$ cat src/rtl/pkt_filter_pkg.sv
package pkt_filter_pkg;

  localparam int WORD_W = 32;
  localparam int KEY_W  = 104;

  // word positions inside a packet, counted from the start word
  localparam int W_TTL   = 2;
  localparam int W_SRC   = 3;
  localparam int W_DST   = 4;
  localparam int W_PORTS = 5;
  localparam int W_INDEX = 7;
  localparam int W_VAL0  = 8;
  localparam int W_MSK0  = 12;
  localparam int W_LAST  = 15;

  localparam logic [7:0] PROTO_UDP = 8'd17;

  typedef logic [KEY_W-1:0] key_t;

  typedef struct packed {
    logic              valid;
    logic              sop;
    logic              eop;
    logic              ttl_word;
    logic [WORD_W-1:0] data;
  } beat_t;

  // one's-complement patch of a 16-bit header checksum when one header
  // half-word changes from old_hw to new_hw
  function automatic logic [15:0] csum_patch(logic [15:0] hc,
                                             logic [15:0] old_hw,
                                             logic [15:0] new_hw);
    logic [17:0] acc;
    acc = {2'b00, ~hc} + {2'b00, ~old_hw} + {2'b00, new_hw};
    acc = {2'b00, acc[15:0]} + {16'h0000, acc[17:16]};
    acc = {2'b00, acc[15:0]} + {16'h0000, acc[17:16]};
    return ~acc[15:0];
  endfunction

  // clear the time-to-live byte of header word 2 and repair its checksum
  function automatic logic [31:0] kill_ttl(logic [31:0] w);
    return {8'h00, w[23:16], csum_patch(w[15:0], w[31:16], {8'h00, w[23:16]})};
  endfunction

endpackage

$ cat src/rtl/tuple_cam.sv
module tuple_cam
  import pkt_filter_pkg::*;
#(
  parameter int N_ENTRIES = 2,
  parameter int IDX_W     = 1
) (
  input  logic             clk,
  input  logic             rst_n,
  input  logic             wr_en,
  input  logic [IDX_W-1:0] wr_idx,
  input  key_t             wr_val,
  input  key_t             wr_mask,
  input  key_t             key,
  output logic             hit
);

  key_t                 val_q  [N_ENTRIES];
  key_t                 msk_q  [N_ENTRIES];
  logic [N_ENTRIES-1:0] used_q;
  logic [N_ENTRIES-1:0] hits;

  always_ff @(posedge clk or negedge rst_n) begin
    if (!rst_n) begin
      used_q <= '0;
      for (int e = 0; e < N_ENTRIES; e++) begin
        val_q[e] <= '0;
        msk_q[e] <= '0;
      end
    end else begin
      for (int e = 0; e < N_ENTRIES; e++) begin
        if (wr_en && (wr_idx == IDX_W'(e))) begin
          val_q[e]  <= wr_val;
          msk_q[e]  <= wr_mask;
          used_q[e] <= 1'b1;
        end
      end
    end
  end

  genvar g;
  generate
    for (g = 0; g < N_ENTRIES; g++) begin : g_cmp
      assign hits[g] = used_q[g] && (((key ^ val_q[g]) & msk_q[g]) == '0);
    end
  endgenerate

  assign hit = |hits;

endmodule

$ cat src/rtl/ctl_loader.sv
module ctl_loader
  import pkt_filter_pkg::*;
#(
  parameter int N_ENTRIES = 2,
  parameter int IDX_W     = 1,
  parameter int CNT_W     = 5
) (
  input  logic             clk,
  input  logic             rst_n,
  input  logic             in_valid,
  input  logic             in_eop,
  input  logic [31:0]      in_data,
  input  logic [CNT_W-1:0] widx,
  input  logic             ctl_pkt,
  output logic             wr_en,
  output logic [IDX_W-1:0] wr_idx,
  output key_t             wr_val,
  output key_t             wr_mask
);

  localparam int STAGE_W = 4 * WORD_W;

  logic [31:0]        idx_q,    idx_d;
  logic [STAGE_W-1:0] val_q,    val_d;
  logic [STAGE_W-1:0] msk_q,    msk_d;
  logic               commit_q, commit_d;
  logic               take;
  logic [1:0]         vslot, mslot;
  logic [23:0]        pad_unused;

  assign take  = in_valid && ctl_pkt;
  assign vslot = 2'(widx - CNT_W'(W_VAL0));
  assign mslot = 2'(widx - CNT_W'(W_MSK0));

  always_comb begin
    idx_d = idx_q;
    val_d = val_q;
    msk_d = msk_q;
    if (take) begin
      if (widx == CNT_W'(W_INDEX))
        idx_d = in_data;
      if ((widx >= CNT_W'(W_VAL0)) && (widx < CNT_W'(W_MSK0)))
        val_d[{~vslot, 5'd0} +: 32] = in_data;
      if ((widx >= CNT_W'(W_MSK0)) && (widx <= CNT_W'(W_LAST)))
        msk_d[{~mslot, 5'd0} +: 32] = in_data;
    end
    commit_d = take && in_eop && (widx >= CNT_W'(W_LAST)) &&
               (idx_d < 32'(N_ENTRIES));
  end

  always_ff @(posedge clk or negedge rst_n) begin
    if (!rst_n) begin
      idx_q    <= '0;
      val_q    <= '0;
      msk_q    <= '0;
      commit_q <= 1'b0;
    end else begin
      commit_q <= commit_d;
      if (take) begin
        idx_q <= idx_d;
        val_q <= val_d;
        msk_q <= msk_d;
      end
    end
  end

  assign wr_en      = commit_q;
  assign wr_idx     = idx_q[IDX_W-1:0];
  assign wr_val     = val_q[KEY_W-1:0];
  assign wr_mask    = msk_q[KEY_W-1:0];
  assign pad_unused = val_q[STAGE_W-1:KEY_W] ^ msk_q[STAGE_W-1:KEY_W];

endmodule

$ cat src/rtl/ttl_delay_line.sv
module ttl_delay_line
  import pkt_filter_pkg::*;
#(
  parameter int DEPTH      = 4,
  parameter int REWRITE_AT = 3
) (
  input  logic  clk,
  input  logic  rst_n,
  input  beat_t beat_in,
  input  logic  rewrite,
  output beat_t beat_out
);

  beat_t stg_q [DEPTH];
  beat_t stg_d [DEPTH];

  always_comb begin
    stg_d[0] = beat_in;
    for (int i = 1; i < DEPTH; i++) begin
      stg_d[i] = stg_q[i-1];
      if ((i == REWRITE_AT) && rewrite && stg_q[i-1].valid && stg_q[i-1].ttl_word)
        stg_d[i].data = kill_ttl(stg_q[i-1].data);
    end
  end

  always_ff @(posedge clk or negedge rst_n) begin
    if (!rst_n) begin
      for (int i = 0; i < DEPTH; i++) stg_q[i] <= '0;
    end else begin
      for (int i = 0; i < DEPTH; i++) stg_q[i] <= stg_d[i];
    end
  end

  assign beat_out = stg_q[DEPTH-1];

endmodule

$ cat src/rtl/pkt_tuple_filter.sv
module pkt_tuple_filter
  import pkt_filter_pkg::*;
#(
  parameter int          N_ENTRIES = 2,
  parameter int          CNT_W     = 5,
  parameter logic [31:0] CTL_IP    = 32'hC0A8_1E0D,
  parameter logic [15:0] CTL_PORT  = 16'd800
) (
  input  logic        clk,
  input  logic        rst_n,
  input  logic        in_valid,
  input  logic        in_sop,
  input  logic        in_eop,
  input  logic [31:0] in_data,
  output logic        out_valid,
  output logic        out_sop,
  output logic        out_eop,
  output logic [31:0] out_data
);

  localparam int IDX_W      = (N_ENTRIES > 1) ? $clog2(N_ENTRIES) : 1;
  localparam int REWRITE_AT = W_PORTS - W_TTL;
  localparam int DEPTH      = REWRITE_AT + 1;

  // reset: asserted asynchronously, released on the clock
  logic [1:0] rst_pipe_q;
  logic       rst_sync_n;

  always_ff @(posedge clk or negedge rst_n) begin
    if (!rst_n) rst_pipe_q <= 2'b00;
    else        rst_pipe_q <= {rst_pipe_q[0], 1'b1};
  end
  assign rst_sync_n = rst_pipe_q[1];

  // word position inside the current packet
  logic [CNT_W-1:0] cnt_q, cnt_d, widx;

  assign widx = in_sop ? '0 : cnt_q;

  always_comb begin
    cnt_d = cnt_q;
    if (in_valid) begin
      if (in_sop)              cnt_d = CNT_W'(1);
      else if (cnt_q != '1)    cnt_d = cnt_q + 1'b1;
    end
  end

  // header field capture
  logic [7:0]  proto_q, proto_d;
  logic [31:0] src_q,   src_d;
  logic [31:0] dst_q,   dst_d;
  logic        ctl_q,   ctl_d;
  logic        port_word, ctl_now, cam_hit, rewrite;
  key_t        key;

  assign port_word = in_valid && (widx == CNT_W'(W_PORTS));
  assign key       = {src_q, dst_q, in_data[31:16], in_data[15:0], proto_q};
  assign ctl_now   = (dst_q == CTL_IP) && (proto_q == PROTO_UDP) &&
                     (in_data[15:0] == CTL_PORT);
  assign rewrite   = port_word && cam_hit && !ctl_now;

  always_comb begin
    proto_d = proto_q;
    src_d   = src_q;
    dst_d   = dst_q;
    ctl_d   = ctl_q;
    if (in_valid) begin
      if (widx == CNT_W'(W_TTL)) proto_d = in_data[23:16];
      if (widx == CNT_W'(W_SRC)) src_d   = in_data;
      if (widx == CNT_W'(W_DST)) dst_d   = in_data;
      if (in_sop)                ctl_d   = 1'b0;
      else if (port_word)        ctl_d   = ctl_now;
    end
  end

  always_ff @(posedge clk or negedge rst_sync_n) begin
    if (!rst_sync_n) begin
      cnt_q   <= '0;
      proto_q <= '0;
      src_q   <= '0;
      dst_q   <= '0;
      ctl_q   <= 1'b0;
    end else if (in_valid) begin
      cnt_q   <= cnt_d;
      proto_q <= proto_d;
      src_q   <= src_d;
      dst_q   <= dst_d;
      ctl_q   <= ctl_d;
    end
  end

  // table programming
  logic             tbl_wr_en;
  logic [IDX_W-1:0] tbl_wr_idx;
  key_t             tbl_wr_val, tbl_wr_mask;

  ctl_loader #(
    .N_ENTRIES (N_ENTRIES),
    .IDX_W     (IDX_W),
    .CNT_W     (CNT_W)
  ) u_loader (
    .clk     (clk),
    .rst_n   (rst_sync_n),
    .in_valid(in_valid),
    .in_eop  (in_eop),
    .in_data (in_data),
    .widx    (widx),
    .ctl_pkt (ctl_q),
    .wr_en   (tbl_wr_en),
    .wr_idx  (tbl_wr_idx),
    .wr_val  (tbl_wr_val),
    .wr_mask (tbl_wr_mask)
  );

  tuple_cam #(
    .N_ENTRIES (N_ENTRIES),
    .IDX_W     (IDX_W)
  ) u_cam (
    .clk    (clk),
    .rst_n  (rst_sync_n),
    .wr_en  (tbl_wr_en),
    .wr_idx (tbl_wr_idx),
    .wr_val (tbl_wr_val),
    .wr_mask(tbl_wr_mask),
    .key    (key),
    .hit    (cam_hit)
  );

  // word stream delay with in-flight rewrite
  beat_t beat_in, beat_out;

  assign beat_in.valid    = in_valid;
  assign beat_in.sop      = in_valid && in_sop;
  assign beat_in.eop      = in_valid && in_eop;
  assign beat_in.ttl_word = in_valid && (widx == CNT_W'(W_TTL));
  assign beat_in.data     = in_data;

  ttl_delay_line #(
    .DEPTH      (DEPTH),
    .REWRITE_AT (REWRITE_AT)
  ) u_delay (
    .clk     (clk),
    .rst_n   (rst_sync_n),
    .beat_in (beat_in),
    .rewrite (rewrite),
    .beat_out(beat_out)
  );

  logic ttl_flag_unused;
  assign ttl_flag_unused = beat_out.ttl_word;

  assign out_valid = beat_out.valid;
  assign out_sop   = beat_out.sop;
  assign out_eop   = beat_out.eop;
  assign out_data  = beat_out.data;

endmodule

$ cat config.mk
export PLATFORM = sky130hd
export DESIGN_NAME = pkt_tuple_filter
export DESIGN_NICKNAME = d
export VERILOG_FILES = /design/src/rtl/pkt_filter_pkg.sv /design/src/rtl/tuple_cam.sv /design/src/rtl/ctl_loader.sv /design/src/rtl/ttl_delay_line.sv /design/src/rtl/pkt_tuple_filter.sv
export SDC_FILE = /design/constraint.sdc
export NUM_CORES = 1
export LEC_CHECK = 0
export BUFFER_PORTS_ARGS = -buffer_cell sky130_fd_sc_hd__buf_2
export CELL_PAD_IN_SITES_DETAIL_PLACEMENT = 1
export CELL_PAD_IN_SITES_GLOBAL_PLACEMENT = 1
export CORE_AREA = 5 5 295 297
export DETAILED_ROUTE_END_ITERATION = 8
export DIE_AREA = 0 0 300 302
export PLACE_DENSITY_LB_ADDON = 0.05
export RECOVER_POWER = 100
export SYNTH_ARGS = -nofsm -noshare
export SYNTH_HDL_FRONTEND = slang
export SYNTH_HIERARCHICAL = 1
export SYNTH_SLANG_ARGS = --single-unit
$ cat constraint.sdc
create_clock -name clk -period 36.2 [get_ports clk]
set_input_delay 3.62 -clock clk [delete_from_list [all_inputs] [get_ports clk]]
set_output_delay 3.62 -clock clk [all_outputs]
set_load 0.01 [all_outputs]
==> run summary <==
setup ws final: 22.73 ns
CP arrival: 11.75 ns
Max Cap Violations: 48
Vias per Instance: 5.68
port bufs: 71
core area: 84300 µm²
Final Cycle Share: 37.2%
FF+latch area: 22100 µm²
first-pass GRT wire length: 166000 µm
Int Power: 1.76 mW
clk_lat worst skew: 0.65 ns
Max FO, Critical Path: 188
RSZ-0062 raised after global routing: no
Net Sw Frac: 25.4%
Setup Skew: 0.0270 ns
WL per Instance: 27.6 µm
worst-case clock buffer depth: 3
Power Density: 56.5 nW/µm²
nature of the critical path startpoint: register
HPWL Detailed: 68700 µm
final WL: 111000 µm
initial antenna violation count: 7
Root Buffer: clkbuf_16
Final Net Count: 2930
Clock transition at path regs: 0.06 ns
Post-CTS Setup Repair Bufs: 0
Syn. warnings: 6
H-tree depth: 3
largest net degree at the start of global routing: 189
Initial DRT Pass Iterations: 6
multi-input logic area: 13900 µm²
Net Sw Power: 0.599 mW
Hold Crit Class: register to register
row count: 107
GRT overflow: 0
syn nets: 2904
DRT iter0 DRCs: 1262
Slew headroom: -549%
GRT Overall Usage: 24.6%
filler instances: 8409
crit path kind: register to async pin
Post-Syn Area per Cell: 13.3 µm²
Worst EP required: 34.48 ns
die width: 300 µm
CTS tree: built
status: finished, violations left
max-slew violations: 2046
number of vias in the routed layout: 22800
Final setup viols: 0
dpl cells: 3834
Die Span Y: 302 µm
fraction of layout cells with a size suffix above 1: 11.4%
post-synthesis cell count: 2816
sequential share of power: 46.2%
post-CTS sizing: 0
Routability Congestion: 0.820
setup TNS: 0 ns
Peak VDD IR: 0.0314 mV
DRC violations left: 0
synthesized area: 37400 µm²
Final Hold Vio Count: 0
Setup crit end kind: async pin
die area: 90600 µm²
fin crit period: 13.47 ns
# IOs: 72
worst slack at placement: 28.84 ns
CTS Hold Bufs: 0
Pleak: 21.3 nW
fmax: 0.0742 GHz
starting density of the core: 44.4%
Combinational Power Share: 9.0%
Layout area overhead: 11.2%
Clock Power Share: 44.8%
Routed Antenna Nets: 0
Sinks on Clock Net: 882
R2R Setup Slk: 22.73 ns
vias in the first global route: 25600
CTS buffer count: 96
Worst Max-Slew Pin Slew: 9.73 ns
violated checks: capacitance limit, slew limit
Post-Layout Cell Count: 4008
[flip-flops by register name, summed over array words and instances, names as in the netlist, 2 cells and up]
| register | cells |
|---|---|
| cnt_q | 5 |
| dst_q | 32 |
| proto_q | 8 |
| rst_pipe_q | 2 |
| src_q | 32 |
| u_cam/msk_q | 208 |
| u_cam/used_q | 2 |
| u_cam/val_q | 208 |
| u_delay/beat_out | 35 |
| u_delay/stg_d | 76 |
| u_delay/stg_q | 32 |
| u_loader/idx_q | 32 |
| u_loader/msk_q | 104 |
| u_loader/val_q | 104 |
[cell usage in the layout (no fill, tap or decap), types with 14 or more instances in the layout]
| cell type | n |
|---|---|
| inv_1 | 107 |
| nor2_1 | 16 |
| clkbuf_8 | 18 |
| dfrtp_1 | 882 |
| a22o_1 | 111 |
| clkbuf_16 | 98 |
| nand3_1 | 72 |
| a221oi_1 | 39 |
| mux2_1 | 425 |
| nand4_1 | 26 |
| xor2_1 | 224 |
| ha_1 | 49 |
| xnor2_1 | 16 |
| o21ai_0 | 152 |
| nand2_1 | 159 |
| and2_1 | 14 |
| a21oi_1 | 26 |
| clkinv_2 | 15 |
| clkbuf_1 | 111 |
| nor4_1 | 25 |
| bufinv_16 | 17 |
| mux2_2 | 109 |
[power groups by stage]
stage	clock, mW	sequential, mW	combinational (mW)
floorplan	0	1.09	0.146
global placement	0	1.10	0.222
detailed placement	0	1.11	0.227
CTS	1.08	1.09	0.229
global route	1.12	1.09	0.234
finish	1.05	1.09	0.213
[worst paths after layout]
check / startpoint / endpoint / depth (start not counted)
worst max-delay path: rst_pipe_q[1] / u_loader/msk_q[69] / 2
worst min-delay path: u_delay/stg_d[70] / u_delay/stg_d[34] / 0
worst max register to register: rst_pipe_q[1] / u_loader/msk_q[69] / 2
worst min register to register: u_delay/stg_d[70] / u_delay/stg_d[34] / 0
max in group clk: u_loader/wr_en / u_cam/msk_q[1] / 4
min in group asynchronous: rst_pipe_q[1] / u_delay/beat_out[21] / 0
[worst max-delay path, cell delays in order, from the launching register on]
cell and delay, ns:
dfrtp_1 1.62, clkbuf_1 2.27, clkbuf_1 6.93
[area by class of cell]
| class | count | area share, % |
|---|---|---|
| diodes | 4 | 0.0240 |
| clock buffers | 129 | 6.60 |
| clock inverters | 41 | 1.60 |
| inverters | 108 | 0.974 |
| multi-input cells | 1639 | 33.4 |
| flip-flops and latches | 882 | 53.0 |
| well taps | 1090 | 3.28 |
| repair buffers | 115 | 1.12 |
[stage by stage]
step	util [%]	power, mW	hold slack (ns)	area [µm²]
detailed placement	45.8	1.33	0.336	38600
global route	49.4	2.45	0.347	41600
floorplan	-	1.24	0.331	37400
finish	49.4	2.35	0.344	41600
global placement	45.8	1.33	0.332	38600
CTS	49.8	2.40	0.345	42000
[per-layer routing]
layer | GRT usage, % | vias to the layer above | share of wire, %
li1 | - | 9911 | -
met3 | 4.13 | 201 | 4.1
met2 | 41.9 | 439 | 49
met5 | 0 | - | 0.0081
met4 | 9.05 | 2 | 4.1
met1 | 31.9 | 12200 | 43
Note: power is estimated with default switching activity, not from simulation.
